## config.mk

```make
export PLATFORM = sky130hd
export DESIGN_NAME = progclk_gen
export DESIGN_NICKNAME = d
export VERILOG_FILES = /design/src/rtl/progclk_pkg.sv /design/src/rtl/progclk_regs.sv /design/src/rtl/progclk_chan.sv /design/src/rtl/progclk_gen.sv
export SDC_FILE = /design/constraint.sdc
export NUM_CORES = 1
export LEC_CHECK = 0
export CELL_PAD_IN_SITES_DETAIL_PLACEMENT = 1
export CELL_PAD_IN_SITES_GLOBAL_PLACEMENT = 1
export CORE_UTILIZATION = 40
export DETAILED_ROUTE_END_ITERATION = 10
export PLACE_DENSITY = 0.83
export SYNTH_ARGS = -nofsm -noshare
export SYNTH_HDL_FRONTEND = slang
export SYNTH_SLANG_ARGS = --single-unit
```

## constraint.sdc

```tcl
create_clock -name clk -period 4.5 [get_ports clk]
set_clock_uncertainty 0.1 [all_clocks]
set_input_delay 0.45 -clock clk [delete_from_list [all_inputs] [get_ports clk]]
set_output_delay 0.45 -clock clk [all_outputs]
set_load 0.005 [all_outputs]
```

## src/rtl/progclk_pkg.sv

```systemverilog
package progclk_pkg;

    localparam int PRES_MAX = 6;
    localparam int DIV_W    = PRES_MAX + 1;
    localparam int CNT_W    = PRES_MAX;
    localparam int N_SRC    = 3;
    localparam int CFG_W    = 5;

    localparam int A_EN_SET  = 0;
    localparam int A_EN_CLR  = 1;
    localparam int A_EN_STAT = 2;
    localparam int A_RDY     = 3;
    localparam int A_IM_SET  = 4;
    localparam int A_IM_CLR  = 5;
    localparam int A_IM_STAT = 6;
    localparam int A_CFG0    = 8;

    typedef enum logic [1:0] {
        SRC_SLOW = 2'd0,
        SRC_MAIN = 2'd1,
        SRC_PLL  = 2'd2,
        SRC_ALT  = 2'd3
    } src_e;

    typedef struct packed {
        logic [2:0] pres;
        src_e       src;
    } cfg_t;

endpackage

```

## src/rtl/progclk_regs.sv

```systemverilog
module progclk_regs
    import progclk_pkg::*;
#(
    parameter int NUM_CH = 3,
    parameter int ADDR_W = 4,
    parameter int DATA_W = 32
) (
    input  logic                clk,
    input  logic                rst_n,
    input  logic                wr_en,
    input  logic [ADDR_W-1:0]   addr,
    input  logic [DATA_W-1:0]   wdata,
    input  logic [NUM_CH-1:0]   rdy,
    output logic [DATA_W-1:0]   rdata,
    output logic [NUM_CH-1:0]   en_q_o,
    output logic [NUM_CH-1:0]   en_d_o,
    output cfg_t [NUM_CH-1:0]   cfg_o,
    output logic                irq
);

    typedef struct packed {
        logic [NUM_CH-1:0] en;
        logic [NUM_CH-1:0] mask;
        cfg_t [NUM_CH-1:0] cfg;
    } regs_t;

    regs_t st_d, st_q;
    logic  unused_bits;

    assign unused_bits = ^wdata[DATA_W-1:CFG_W];

    always_comb begin
        st_d = st_q;
        if (wr_en) begin
            case (int'(addr))
                A_EN_SET: st_d.en   = st_q.en | wdata[NUM_CH-1:0];
                A_EN_CLR: st_d.en   = st_q.en & ~wdata[NUM_CH-1:0];
                A_IM_SET: st_d.mask = st_q.mask | wdata[NUM_CH-1:0];
                A_IM_CLR: st_d.mask = st_q.mask & ~wdata[NUM_CH-1:0];
                default: begin
                    for (int i = 0; i < NUM_CH; i++) begin
                        if (int'(addr) == A_CFG0 + i && !st_q.en[i]) begin
                            st_d.cfg[i] = cfg_t'(wdata[CFG_W-1:0]);
                        end
                    end
                end
            endcase
        end
    end

    always_ff @(posedge clk or negedge rst_n) begin
        if (!rst_n) st_q <= '0;
        else        st_q <= st_d;
    end

    always_comb begin
        rdata = '0;
        case (int'(addr))
            A_EN_STAT: rdata = DATA_W'(st_q.en);
            A_RDY:     rdata = DATA_W'(rdy);
            A_IM_STAT: rdata = DATA_W'(st_q.mask);
            default: begin
                for (int i = 0; i < NUM_CH; i++) begin
                    if (int'(addr) == A_CFG0 + i) rdata = DATA_W'(st_q.cfg[i]);
                end
            end
        endcase
    end

    assign en_q_o = st_q.en;
    assign en_d_o = st_d.en;
    assign cfg_o  = st_q.cfg;
    assign irq    = |(rdy & st_q.mask);

    AST_EN_SET_TAKES: assert property (@(posedge clk) disable iff (!rst_n)
        (wr_en && int'(addr) == A_EN_SET) |=>
            ((st_q.en & $past(wdata[NUM_CH-1:0])) == $past(wdata[NUM_CH-1:0])));

    AST_MASK_CLR_TAKES: assert property (@(posedge clk) disable iff (!rst_n)
        (wr_en && int'(addr) == A_IM_CLR) |=>
            ((st_q.mask & $past(wdata[NUM_CH-1:0])) == '0));

    for (genvar g = 0; g < NUM_CH; g++) begin : g_cfg_chk
        AST_CFG_FROZEN: assert property (@(posedge clk) disable iff (!rst_n)
            st_q.en[g] |=> $stable(st_q.cfg[g]));
    end

endmodule

```

## src/rtl/progclk_chan.sv

```systemverilog
module progclk_chan
    import progclk_pkg::*;
(
    input  logic             clk,
    input  logic             rst_n,
    input  logic             en,
    input  logic             en_next,
    input  cfg_t             cfg,
    input  logic [N_SRC-1:0] src_lvl,
    input  logic [N_SRC-1:0] src_rise,
    output logic             clk_o,
    output logic             ready
);

    typedef struct packed {
        logic             out;
        logic             rdy;
        logic [CNT_W-1:0] cnt;
    } chan_t;

    chan_t            st_d, st_q;
    int               sel;
    logic             lvl, rise;
    logic [2:0]       eff;
    logic [DIV_W-1:0] div_v;
    logic [CNT_W-1:0] half_m1;

    always_comb begin
        case (cfg.src)
            SRC_MAIN: sel = 1;
            SRC_PLL:  sel = 2;
            default:  sel = 0;
        endcase
        lvl     = src_lvl[sel];
        rise    = src_rise[sel];
        eff     = (cfg.pres > 3'(PRES_MAX)) ? 3'(PRES_MAX) : cfg.pres;
        div_v   = DIV_W'(1) << eff;
        half_m1 = CNT_W'(div_v >> 1) - CNT_W'(1);

        st_d = st_q;
        if (!en_next) begin
            st_d = '0;
        end else if (en) begin
            if (eff == 3'd0) begin
                st_d.out = lvl;
            end else if (rise) begin
                if (st_q.cnt == half_m1) begin
                    st_d.cnt = '0;
                    st_d.out = ~st_q.out;
                end else begin
                    st_d.cnt = st_q.cnt + CNT_W'(1);
                end
            end
            if (st_d.out && !st_q.out) st_d.rdy = 1'b1;
        end
    end

    always_ff @(posedge clk or negedge rst_n) begin
        if (!rst_n) st_q <= '0;
        else        st_q <= st_d;
    end

    assign clk_o = st_q.out;
    assign ready = st_q.rdy;

    AST_OFF_OUT_LOW: assert property (@(posedge clk) disable iff (!rst_n)
        !en |-> !st_q.out);

    AST_OFF_NOT_READY: assert property (@(posedge clk) disable iff (!rst_n)
        !en |-> !st_q.rdy);

    AST_READY_WITH_HIGH: assert property (@(posedge clk) disable iff (!rst_n)
        $rose(st_q.rdy) |-> st_q.out);

    AST_READY_HELD: assert property (@(posedge clk) disable iff (!rst_n)
        (en && en_next && st_q.rdy) |=> st_q.rdy);

endmodule

```

## src/rtl/progclk_gen.sv

```systemverilog
module progclk_gen
    import progclk_pkg::*;
#(
    parameter int NUM_CH = 3,
    parameter int ADDR_W = 4,
    parameter int DATA_W = 32
) (
    input  logic              clk,
    input  logic              rst_n,
    input  logic              src_slow,
    input  logic              src_main,
    input  logic              src_pll,
    input  logic              wr_en,
    input  logic [ADDR_W-1:0] addr,
    input  logic [DATA_W-1:0] wdata,
    output logic [DATA_W-1:0] rdata,
    output logic [NUM_CH-1:0] pclk_o,
    output logic              irq
);

    logic [N_SRC-1:0]  src_lvl, prev_d, prev_q, src_rise;
    logic [NUM_CH-1:0] en_q, en_d, rdy;
    cfg_t [NUM_CH-1:0] cfg;

    always_comb begin
        src_lvl  = {src_pll, src_main, src_slow};
        prev_d   = src_lvl;
        src_rise = src_lvl & ~prev_q;
    end

    always_ff @(posedge clk or negedge rst_n) begin
        if (!rst_n) prev_q <= '0;
        else        prev_q <= prev_d;
    end

    progclk_regs #(
        .NUM_CH (NUM_CH),
        .ADDR_W (ADDR_W),
        .DATA_W (DATA_W)
    ) u_regs (
        .clk    (clk),
        .rst_n  (rst_n),
        .wr_en  (wr_en),
        .addr   (addr),
        .wdata  (wdata),
        .rdy    (rdy),
        .rdata  (rdata),
        .en_q_o (en_q),
        .en_d_o (en_d),
        .cfg_o  (cfg),
        .irq    (irq)
    );

    for (genvar g = 0; g < NUM_CH; g++) begin : g_chan
        progclk_chan u_chan (
            .clk      (clk),
            .rst_n    (rst_n),
            .en       (en_q[g]),
            .en_next  (en_d[g]),
            .cfg      (cfg[g]),
            .src_lvl  (src_lvl),
            .src_rise (src_rise),
            .clk_o    (pclk_o[g]),
            .ready    (rdy[g])
        );
    end

    AST_IRQ_NEEDS_READY: assert property (@(posedge clk) disable iff (!rst_n)
        irq |-> (rdy != '0));

endmodule

```

-- Word-level counts from Yosys, hierarchy flattened
Cells that the tools add are included.
- add/subtract/negate cells: 6
- multipliers: 0
- divide/modulo/power cells: 0
- order comparisons: 6
- eq/ne operators: 30
- shift operators: 3
- multiplexer cells: 68
- bitwise gates (word level): 12
- reductions and logical operators: 29
- operators by type and width (cell ; count):
    $pmux W32 S3 ; 1
    $mux W6 ; 9
    $mux W8 ; 6
    $mux W1 ; 30
    $mux W5 ; 6
    $mux W21 ; 1
    $shl A1 B3 Y7 const A ; 3
    $add A6 B1 Y6 const B ; 3
    $eq A6 B6 Y1 ; 3
    $reduce_and A3 Y1 ; 6
    $sub A6 B1 Y6 const B ; 3
    $ne A2 B2 Y1 const B ; 8
    $mux W15 ; 1
    $and A3 B3 Y3 ; 4
    $bmux W1 S2 ; 6
    $eq A4 B3 Y1 const B ; 3
    $eq A4 B4 Y1 const B ; 3
    $pmux W2 S2 ; 3
    $pmux W3 S2 ; 2
    $gt A3 B3 Y1 const B ; 3
    $logic_not A3 Y1 ; 3
    $lt A2 B3 Y1 const B ; 3
    $mux W3 ; 3
    $eq A4 B2 Y1 const B ; 2
    14 further kinds ; 39
- register bits: 48
- latch bits: 0
- RAM bits: 0
- ROM bits: 0
- input bits: 42
- logic and storage cells: 172
- memories kept: 0

-- Logic depth before layout (Yosys ltp)
Gate-level depths: netlist of the first run.
- depth in word-level cells: 14
- depth in mapped cells: 14
- depth with buffers taken out: 10

-- Cells and area by module
Synthesis of the first run repeated with hierarchy kept, for this count alone.
- cell total of the unflattened synthesis: 489
- area total of the unflattened synthesis: 4388.0 µm²
- by module, submodules not included (module ; times used ; cells each ; area an instance (µm²) ; seq. area each (µm²)):
    progclk_chan at g_chan[0].u_chan ... ; 2 ; 107 ; 899.6 ; 200.2
    progclk_regs ; 1 ; 145 ; 1514.0 ; 525.5
    progclk_chan at g_chan[1].u_chan ; 1 ; 124 ; 958.4 ; 200.2
    progclk_gen ; 1 ; 6 ; 116.4 ; 75.1

-- Worst setup path before layout of the first run
Ideal clock, no wire load.
- path kind: register -> register
- start: reg u_regs.st_q, in the netlist u_regs.cfg_o[3]
- end: reg g_chan[0].u_chan.st_q[3] in the netlist's numbering
- setup time: 0.126 ns
- arrival time: 2.990 ns
- required time: 4.274 ns
- slack: 1.283 ns
- cell stages (with the launch flop): 12
- clock period less this slack: 3.217 ns
- path through: dfrtp_1 ha_1 buf_2 nor4b_2 inv_1 ha_1 or3b_2 o32ai_1 xor2_1 a211oi_2 a21oi_1 a221o_1
- longest elaborated chain between the ends: 10
- elaborated cells between the ends (all ways): 13
- classes of those cells: add/sub: 1; order compare: 1; eq/ne: 2; shift: 1; mux: 6; reduce/logical: 2
- RTL lines (item ; RTL line ; RTL):
    start, declared ; progclk_regs.sv:27 ; regs_t st_d, st_q;
    start signal, assigned ; progclk_regs.sv:53 ; else st_q <= st_d;
    $gt A3 B3 Y1 ; progclk_chan.sv:36 ; eff = (cfg.pres > 3'(PRES_MAX)) ? 3'(PRES_MAX) : cfg.pres;
    $mux W3 (*) ; progclk_chan.sv:36 ;
    $shl A1 B3 Y7 ; progclk_chan.sv:37 ; div_v = DIV_W'(1) << eff;
    $sub A6 B1 Y6 ; progclk_chan.sv:38 ; half_m1 = CNT_W'(div_v >> 1) - CNT_W'(1);
    $eq A6 B6 Y1 ; progclk_chan.sv:47 ; if (st_q.cnt == half_m1) begin
    $mux W6 ; progclk_chan.sv:47 ;
    $mux W6 ; progclk_chan.sv:46 ; end else if (rise) begin
    $mux W6 ; progclk_chan.sv:44 ; if (eff == 3'd0) begin
    $mux W8 ; progclk_chan.sv:43 ; end else if (en) begin
    $mux W8 ; progclk_chan.sv:41 ; if (!en_next) begin
    end signal, assigned ; progclk_chan.sv:60 ; else st_q <= st_d;
    end, declared ; progclk_chan.sv:21 ; chan_t st_d, st_q;
Mark *: on every way between the ends. The rest lies on a longest branch, timed or not. The select of a mux whose other input is x is not followed.
A chain may end at the register's enable or synchronous reset.

-- Worst setup path in the final report of the first run
- start: reg u_regs.st_q, in the netlist u_regs.cfg_o[3]
- end: reg g_chan[0].u_chan.st_q[2] in the netlist's numbering
Same word-level chain as after synthesis.

==> impl_metrics.csv, run 1 <==
group,metric,value,unit
run_status,status,"completed",
critical_path,crit_path_end_kind,"register",
sta,post-route-period-util,0.850,
pwr,p_leak,1.85,nW
sta,worst_pin_slew,900,ps
sta,rsz0062_at_grt,"false",
global_routing,grt_pass1_vias,3569,
clock_network,cts_buffer_depth,2,
critical_path,cp.depth,10,
placed_design,place_congestion,0.803,
global_routing,grt-ovfl-total,0,
placed_design,place_inst,595,
logic_synthesis,ys_ff_latch,48,
finish,design_area,0.00438,mm2
critical_path,worstPathRequired,4590,ps
global_routing,grt_first_pass_wirelength,17900,um
pwr,vdd_drop_max,0.000164,V
placed_design,port_buffers,23,
floorplanning,start_util,0.416,
logic_synthesis,syn_inst,464,
route,vias,3553,
finish,antenna_cells,0,
clock_network,clkTransAtPathRegs,110,ps
placed_design,place_ws,751,ps
clock_network,cts_tree,"built",
route,drt-initial-drc-count,185,
critical_path,cp_slowest_cell,"dfrtp_1",
clock_network,cts_setup_buffers,0,
sta,tns,0,ps
route,ant_nets,0,
min_path,hold_class,"input port to asynchronous set/reset pin",
floorplanning,top_level_ports,78,
finish,num-nets-final,527,
critical_path,critPathBufInv,1,
logic_synthesis,ys_types,72,
placed_design,hpwl,8080,um
job,maxCapViolations,0,
route,drt_wl_total,10800,um
sta,finalSetupViolCount,0,
clock_network,cts_root_buf,"clkbuf_8",
critical_path,cp-start-kind,"register",
finish,n_fill_cell,1195,
route,vias_per_cell,5.89,
critical_path,path_delay_family,"compound AO/OA/AOI/OAI gates",
placed_design,placed_area,0.00427,mm2
critical_path,cp_cell_sequence,"ha_1 -> nor4b_2 -> inv_1 -> ha_1 -> or3b_2 -> o32ai_1 -> xor2_1 -> a211oi_2 -> a21oi_1 -> a221o_1",
clock_network,insertion_delay,320,ps
logic_synthesis,postSynthAreaPerCell,8.80,um2
logic_synthesis,ys.flop_type,"dfrtp_1",
finish,finalNonFillerCells,603,
critical_path,reg2reg_depth,10,
pwr,power_density,399,mW/mm2
clock_network,ctsHoldBuffers,0,
critical_path,crit_fanout,16,
finish,final_cell_mix,"dfrtp_1, nor2_1, nand2_1",
global_routing,antenna_found_initial,0,
sta,whs,130,ps
sta,fmax,262,MHz
sta,final_max_slew_viol_count,0,
route,dr.pass1.iters,5,
finish,final_layout_size_suffix_gt1_frac,0.0957,
logic_synthesis,ys_warn_count,0,
clock_network,cts_htree_levels,2,
logic_synthesis,synthesis.area,0.00409,mm2
finish,mostFrequentLayoutCell,"dfrtp_1",
sta,worst_slack,677,ps
clock_network,cts_resized,0,
pwr,finalPower,1.75,mW
floorplanning,fp-row-count,36,
sta,hold_viol,0,
route,wl_per_cell,18.0,um
critical_path,crit_type,"register to register",
sta,max_slew_margin,0.392,
sta,post-route-min-period,3820,ps
floorplanning,fp.dieW,103,um
floorplanning,die_area,0.0106,mm2
critical_path,max_stage_delay,570,ps
logic_synthesis,synthArstFlopShare,1.00,
clock_network,numClockSinks,48,
logic_synthesis,ys_seq_area_frac,0.294,
route,drcViolationCount,0,
floorplanning,die_h,103,um
logic_synthesis,synth-edff-count,0,
finish,utilization,0.446,
global_routing,grt_max_degree,49,
finish,area_delta_synth_final,7.29,%
critical_path,worst_ep_arrival_time,3910,ps
critical_path,path_common_cell,"ha_1",
clock_network,numCtsBuffers,5,
global_routing,grtUsageTotal,0.218,
floorplanning,core-area,0.00982,mm2
-- cells in the mapped netlist, types with 3 or more instances --
cell type	n	area share
or4_1	3	0.0055
nor4_1	6	0.0092
or2_2	4	0.0061
a21oi_1	25	0.031
buf_2	3	0.0037
and2_1	3	0.0046
nand4_1	6	0.0092
a211o_1	7	0.015
o22ai_1	4	0.0061
dfrtp_1	48	0.29
clkbuf_1	16	0.015
o31a_1	3	0.0064
a21o_1	5	0.0092
and3_1	3	0.0046
nand3_1	18	0.022
mux2i_1	15	0.037
buf_4	30	0.055
o2111ai_1	3	0.0064
nand3b_1	6	0.011
mux2_2	17	0.047
xnor2_1	7	0.015
nor2b_1	11	0.017
a211oi_1	12	0.022
nor3b_1	8	0.015
xor2_1	8	0.017
o211ai_1	8	0.015
a31oi_1	4	0.0061
nand2b_1	8	0.012
nor2_1	29	0.027
o21bai_1	3	0.0055
buf_1	3	0.0028
a221o_1	5	0.012
o311ai_0	3	0.0064
nor3_1	10	0.012
o32ai_1	3	0.0064
ha_1	16	0.049
inv_1	19	0.017
o21ai_0	11	0.013
nand2_1	28	0.026
a2111oi_0	4	0.0086
-- report_power, final --
| group | total [mW] | switching (mW) | internal, mW |
|---|---|---|---|
| combinational | 0.776 | 0.431 | 0.345 |
| clock | 0.325 | 0.160 | 0.165 |
| sequential | 0.648 | 0.150 | 0.498 |
| total | 1.75 | 0.742 | 1.01 |
-- final cells by class --
cell class,count,area (um2),area share
repair buffers,27,255,0.0582
flip-flops and latches,48,1200,0.274
clock buffers,5,68.8,0.0157
inverters,19,71.3,0.0163
multi-input cells,368,2580,0.588
well taps,133,166,0.0380
clock inverters,3,42.5,0.00971
-- worst paths after layout --
check / slack (ps) / end / from
worst max-delay path: 680 / g_chan[0].u_chan.st_q[2] / u_regs.cfg_o[3]
worst min-delay path: 130 / g_chan[2].u_chan.clk_o / rst_n
worst max register to register: 680 / g_chan[0].u_chan.st_q[2] / u_regs.cfg_o[3]
worst min register to register: 480 / g_chan[0].u_chan.st_q[1] / g_chan[0].u_chan.st_q[1]
max in group asynchronous: 3720 / g_chan[1].u_chan.st_q[2] / rst_n
min in group clk: 480 / g_chan[0].u_chan.st_q[1] / g_chan[0].u_chan.st_q[1]
-- sequential cells by signal (all words and copies together) (netlist names), named ones only --
name,count
g_chan.u_chan.st_q,18
prev_q,3
g_chan.u_chan.ready,3
g_chan.u_chan.clk_o,3
u_regs.en_q_o,3
u_regs.cfg_o,15
-- cell families (layout without fill, tap and decap cells) --
| group | count (synthesis) | after routing | share of synthesized area |
|---|---|---|---|
| buffers and inverters | 74 | 54 | 0.0989 |
| AO/OA/AOI/OAI | 120 | 120 | 0.216 |
| XOR/XNOR | 15 | 15 | 0.0322 |
| adder cells (fa/ha/maj) | 16 | 16 | 0.0490 |
| multiplexers | 33 | 33 | 0.0873 |
| AND/OR/NAND/NOR | 157 | 157 | 0.221 |
| other | 1 | 27 | 0.000918 |
| flip-flops | 48 | 48 | 0.294 |
-- routing by layer --
metal,GRT usage,wire [um]
met5,0,0
met4,0.0715,264
met3,0.0285,350
met2,0.374,5280
met1,0.283,4950
(Power assumes the default switching activity.)
==> run 2: changes to the inputs <==
--- a/config.mk
+++ b/config.mk
@@ -7,9 +7,9 @@
 export LEC_CHECK = 0
 export CELL_PAD_IN_SITES_DETAIL_PLACEMENT = 1
 export CELL_PAD_IN_SITES_GLOBAL_PLACEMENT = 1
-export CORE_UTILIZATION = 40
+export CORE_UTILIZATION = 36
 export DETAILED_ROUTE_END_ITERATION = 10
-export PLACE_DENSITY = 0.83
+export PLACE_DENSITY = 0.78
 export SYNTH_ARGS = -nofsm -noshare
 export SYNTH_HDL_FRONTEND = slang
 export SYNTH_SLANG_ARGS = --single-unit
==> constraint.sdc (replaced) <==
create_clock -name clk -period 3.35 [get_ports clk]
set_clock_uncertainty 0.1 [all_clocks]
set_input_delay 0.335 -clock clk [delete_from_list [all_inputs] [get_ports clk]]
set_output_delay 0.335 -clock clk [all_outputs]
set_load 0.005 [all_outputs]
==> run 2 against run 1 <==
Effect of this change:
- critical path depth is the same
- first-iteration DRC count down 15%
- sequential share of layout area down 1.0 points
- largest cell class unchanged
==> impl_metrics.csv, run 2 (synthesized netlist as in run 1, its figures left out) <==
group,metric,value,unit
run_status,status,"completed",
route,top_layer,"met4",
sta,rsz0062_at_grt,"false",
route,wl_met2,5260,um
route,drt_wl_total,10800,um
sta,whs,159,ps
sta,fmax,318,MHz
floorplanning,top_level_ports,78,
clock_network,cts_root_buf,"clkbuf_16",
clock_network,cts_buffer_depth,2,
sta,final_max_slew_viol_count,0,
sta,finalSetupViolCount,0,
sta,post-route-period-util,0.939,
placed_design,place_congestion,0.822,
global_routing,grt-ovfl-total,0,
route,ant_nets,0,
critical_path,worst_ep_arrival_time,3230,ps
critical_path,worstPathRequired,3440,ps
critical_path,reg2reg_depth,10,
route,wl_met1,5040,um
clock_network,cts_htree_levels,2,
route,drcViolationCount,0,
route,dr.pass1.iters,5,
finish,regMostFlops,"g_chan.u_chan.st_q",
pwr,p_leak,1.93,nW
route,vias,3503,
global_routing,antenna_found_initial,0,
finish,ff_latch_area,0.00120,mm2
critical_path,reg2reg_slack,210,ps
pwr,power_density,552,mW/mm2
sta,hold_viol,0,
placed_design,hpwl,8010,um
critical_path,crit_path_end_kind,"register",
critical_path,timing.rr.start,"u_regs.cfg_o[3]",
critical_path,max_stage_delay,480,ps
min_path,hold_class,"input port to asynchronous set/reset pin",
floorplanning,fp.dieW,109,um
sta,max_slew_margin,0.242,
critical_path,cp_cell_sequence,"ha_1 -> nor4b_4 -> inv_1 -> ha_1 -> or3b_2 -> o32ai_1 -> xor2_1 -> a211oi_4 -> a21oi_2 -> a221o_1",
finish,num-nets-final,540,
critical_path,path_delay_family,"compound AO/OA/AOI/OAI gates",
placed_design,port_buffers,23,
critical_path,cp-start-kind,"register",
global_routing,grtUsageTotal,0.194,
critical_path,path_common_cell,"ha_1",
route,vias_per_cell,5.62,
critical_path,r2r_end,"g_chan[0].u_chan.st_q[4]",
critical_path,cp_slowest_cell,"or3b_2",
global_routing,grt_first_pass_wirelength,17900,um
floorplanning,start_util,0.374,
route,drt-initial-drc-count,157,
finish,multi_input_area,0.00260,mm2
route,met3_length,372,um
critical_path,crit_fanout,6,
clock_network,clkTransAtPathRegs,70,ps
sta,worst_pin_slew,1140,ps
finish,final_layout_size_suffix_gt1_frac,0.120,
global_routing,grt_pass1_vias,3444,
clock_network,cts_tree,"built",
sta,tns,0,ps
clock_network,ctsHoldBuffers,0,
route,wl_per_cell,17.3,um
floorplanning,core-area,0.0109,mm2
global_routing,grt_max_degree,49,
critical_path,critPathBufInv,1,
pwr,vdd_drop_max,0.000211,V
clock_network,numClockSinks,48,
finish,final_cell_mix,"dfrtp_1, nor2_1, nand2_1",
floorplanning,die_h,109,um
finish,mostFrequentLayoutCell,"dfrtp_1",
clock_network,insertion_delay,300,ps
critical_path,crit_type,"register to register",
floorplanning,fp-row-count,38,
finish,largest_reg_flops,18,
floorplanning,die_area,0.0118,mm2
sta,post-route-min-period,3140,ps
finish,n_fill_cell,1305,
finish,area_delta_synth_final,11.3,%
finish,antenna_cells,0,
clock_network,numCtsBuffers,5,
job,maxCapViolations,0,
-- run 2: how the worst max path moves through the flow --
stage                               end  depth (start not counted)  slack, ps       startpoint
2_1_floorplan  g_chan[0].u_chan.st_q[3]                         11        130  u_regs.cfg_o[3]
3_3_place_gp   g_chan[0].u_chan.st_q[2]                         10        130  u_regs.cfg_o[3]
3_5_place_dp   g_chan[0].u_chan.st_q[4]                         10          5  u_regs.cfg_o[3]
4_1_cts        g_chan[0].u_chan.st_q[4]                         10         30  u_regs.cfg_o[3]
5_1_grt        g_chan[0].u_chan.st_q[4]                         10         30  u_regs.cfg_o[3]
6_report       g_chan[0].u_chan.st_q[4]                         10        210  u_regs.cfg_o[3]
-- run 2: stage by stage --
step	setup slack (ps)	utilization	area [um2]	power (mW)	cells
after global routing	30.5	0.416	4550	2.69	623
after CTS	30.8	0.413	4520	2.51	622
after floorplan	133	-	4180	1.65	490
final	206	0.416	4550	2.51	623
after global placement	127	0.400	4370	1.90	614
after detailed placement	4.56	0.400	4370	1.96	614
-- run 2: cell type report --
cell class | instances | area share
Inverter | 19 | 0.0157
Clock inverter | 1 | 0.00165
Multi-Input combinational cell | 368 | 0.571
Timing Repair Buffer | 40 | 0.0776
Sequential cell | 48 | 0.264
Tap cell | 140 | 0.0385
Clock buffer | 7 | 0.0314
-- run 2: power by group --
group | switching, mW | internal (mW) | total (mW)
registers | 0.151 | 0.671 | 0.822
clock network | 0.234 | 0.298 | 0.533
logic | 0.648 | 0.511 | 1.16
total | 1.03 | 1.48 | 2.51
-- run 2: what timing repair did --
action | CTS | global route
pin swaps | 1 | 0
endpoints found under the setup margin | 2 | 9
buffers inserted | 0 | 1
resized for setup | 0 | 4
-- run 2: layer usage --
metal | vias to the layer above | track usage
met5 | - | 0
met4 | 0 | 0.0541
met3 | 8 | 0.0283
met2 | 57 | 0.316
met1 | 1733 | 0.267
li1 | 1705 | -
==> run 3: changes to the inputs <==
--- a/config.mk
+++ b/config.mk
@@ -7,6 +7,7 @@
 export LEC_CHECK = 0
 export CELL_PAD_IN_SITES_DETAIL_PLACEMENT = 1
 export CELL_PAD_IN_SITES_GLOBAL_PLACEMENT = 1
+export CORE_ASPECT_RATIO = 0.5
 export CORE_UTILIZATION = 36
 export DETAILED_ROUTE_END_ITERATION = 10
 export PLACE_DENSITY = 0.78
==> constraint.sdc (replaced) <==
create_clock -name clk -period 3.35 [get_ports clk]
set_clock_uncertainty 0.1 [all_clocks]
set_input_delay 0.67 -clock clk [delete_from_list [all_inputs] [get_ports clk]]
set_output_delay 0.67 -clock clk [all_outputs]
set_load 0.005 [all_outputs]
==> run 3 against run 2 <==
Effect of this change:
- the flow now finishes with violations (DRC)
- maximum frequency fell by 3.1%
- final area rose by 3.2%
- sequential cell count did not move
- die area rose by 0.22%
- routed wire length fell by 0.91%
- sequential power fell by 1%
- highest routed layer unchanged
==> impl_metrics.csv, run 3 (synthesized netlist as in run 1, its figures left out) <==
group,metric,value,unit
floorplanning,die_h,77.3,um
clock_network,numClockSinks,48,
route,wl_per_cell,16.7,um
run_status,status,"finished with violations",
sta,fmax,308,MHz
finish,n_fill_cell,1303,
route,ant_nets,0,
floorplanning,top_level_ports,78,
critical_path,crit_type,"input port to output port",
finish,final_layout_size_suffix_gt1_frac,0.145,
finish,mostFrequentLayoutCell,"dfrtp_1",
job,maxCapViolations,0,
sta,tns,0,ps
finish,ff_latch_area,0.00120,mm2
floorplanning,fp.dieW,153,um
critical_path,cp-start-kind,"input port",
floorplanning,core-area,0.0110,mm2
clock_network,clkTransAtPathRegs,70,ps
sta,worst_pin_slew,657,ps
sta,hold_viol,0,
global_routing,grt_pass1_vias,3647,
route,vias_per_cell,5.67,
global_routing,grt_max_degree,26,
critical_path,crit_fanout,9,
placed_design,placed_area,0.00449,mm2
clock_network,cts_root_buf,"clkbuf_16",
sta,rsz0062_at_grt,"false",
critical_path,path_delay_family,"buffers and inverters",
pwr,vdd_drop_max,0.000158,V
sta,max_slew_margin,0.559,
floorplanning,die_area,0.0118,mm2
pwr,finalPower,2.61,mW
clock_network,cts_htree_levels,2,
route,drt_wl_total,10700,um
finish,largest_reg_flops,18,
finish,num-nets-final,552,
route,dr.pass1.iters,9,
placed_design,hpwl,7860,um
critical_path,worstPathRequired,2580,ps
run_status,violations,"DRC",
clock_network,insertion_delay,300,ps
finish,regMostFlops,"g_chan.u_chan.st_q",
global_routing,grtUsageTotal,0.190,
finish,multi_input_area,0.00259,mm2
sta,final_max_slew_viol_count,0,
finish,area_delta_synth_final,14.9,%
global_routing,grt-ovfl-total,0,
finish,design_area,0.00469,mm2
global_routing,grt_first_pass_wirelength,18000,um
clock_network,cts_tree,"built",
route,drcViolationCount,2,
clock_network,numCtsBuffers,5,
finish,antenna_cells,0,
route,vias,3628,
clock_network,cts_buffer_depth,2,
pwr,power_density,556,mW/mm2
sta,whs,271,ps
critical_path,worst_ep_arrival_time,2480,ps
sta,finalSetupViolCount,0,
floorplanning,fp-row-count,27,
critical_path,path_common_cell,"clkdlybuf4s50_1",
route,drt-initial-drc-count,137,
global_routing,antenna_found_initial,0,
critical_path,crit_path_end_kind,"output port",
sta,post-route-min-period,3250,ps
critical_path,cp_slowest_cell,"clkdlybuf4s50_1",
finish,final_cell_mix,"dfrtp_1, nor2_1, nand2_1",
critical_path,max_stage_delay,580,ps
sta,post-route-period-util,0.969,
min_path,hold_class,"input port to asynchronous set/reset pin",
placed_design,place_congestion,0.854,
placed_design,port_buffers,23,
pwr,p_leak,2.02,nW
critical_path,critPathBufInv,4,
critical_path,cp_cell_sequence,"clkdlybuf4s50_1 -> inv_1 -> nor2_1 -> buf_4 -> a21oi_1 -> o22ai_1 -> clkdlybuf4s50_1",
floorplanning,start_util,0.371,
==> run 3: area by class of cell <==
| cell class | instances | area share |
|---|---|---|
| Clock buffer | 6 | 0.0296 |
| Timing Repair Buffer | 52 | 0.0997 |
| Clock inverter | 2 | 0.00826 |
| Inverter | 19 | 0.0152 |
| Multi-Input combinational cell | 368 | 0.553 |
| Tap cell | 145 | 0.0387 |
| Sequential cell | 48 | 0.256 |
==> run 3: worst reg2reg max path, stage by stage, from the launching register on <==
cell and delay, ps:
dfrtp_1 390, ha_2 240, nor4b_4 300, inv_1 80, ha_1 240, or3b_2 470
o32ai_1 170, xor2_1 120, a211oi_2 310, buf_4 200, a2111oi_0 90, a221o_1 300
==> run 3: layer usage <==
metal / part of all wire / up-vias / wire (um) / track usage
met3: 0.020 / 15 / 216 / 0.0266
li1: - / 1737 / - / -
met1: 0.47 / 1826 / 4980 / 0.237
met5: 0 / - / 0 / 0
met4: 0.017 / 0 / 181 / 0.0626
met2: 0.50 / 50 / 5330 / 0.339
==> run 3: final timing paths <==
kind | start | endpoint | slack (ps) | cells after the start
worst max-delay path | addr[0] | rdata[2] | 100 | 7
worst min-delay path | rst_n | g_chan[1].u_chan.st_q[5] | 270 | 1
worst max register to register | u_regs.cfg_o[3] | g_chan[0].u_chan.st_q[3] | 210 | 11
worst min register to register | g_chan[1].u_chan.st_q[1] | g_chan[1].u_chan.st_q[1] | 480 | 2
max in group asynchronous | rst_n | g_chan[0].u_chan.st_q[0] | 2100 | 2
min in group clk | g_chan[1].u_chan.st_q[1] | g_chan[1].u_chan.st_q[1] | 480 | 2
==> run 3: timing repair <==
item                                    4_1_cts  5_1_grt
setup buffers                                 0        1
hold buffers                                  0        0
gates resized for setup                       0        4
endpoints found under the setup margin        0        6
==> run 3: where the power goes <==
part	switching [mW]	leakage (nW)	internal [mW]	total, mW
clock network	0.244	0.0871	0.375	0.619
registers	0.142	0.627	0.671	0.813
logic	0.651	1.30	0.529	1.18
==> run 3: metrics by stage <==
step	utilization	setup WS (ps)	instances
floorplan	-	133	490
global placement	0.408	158	631
detailed placement	0.408	75.6	631
CTS	0.424	61.0	639
global route	0.426	11.9	640
finish	0.426	104	640
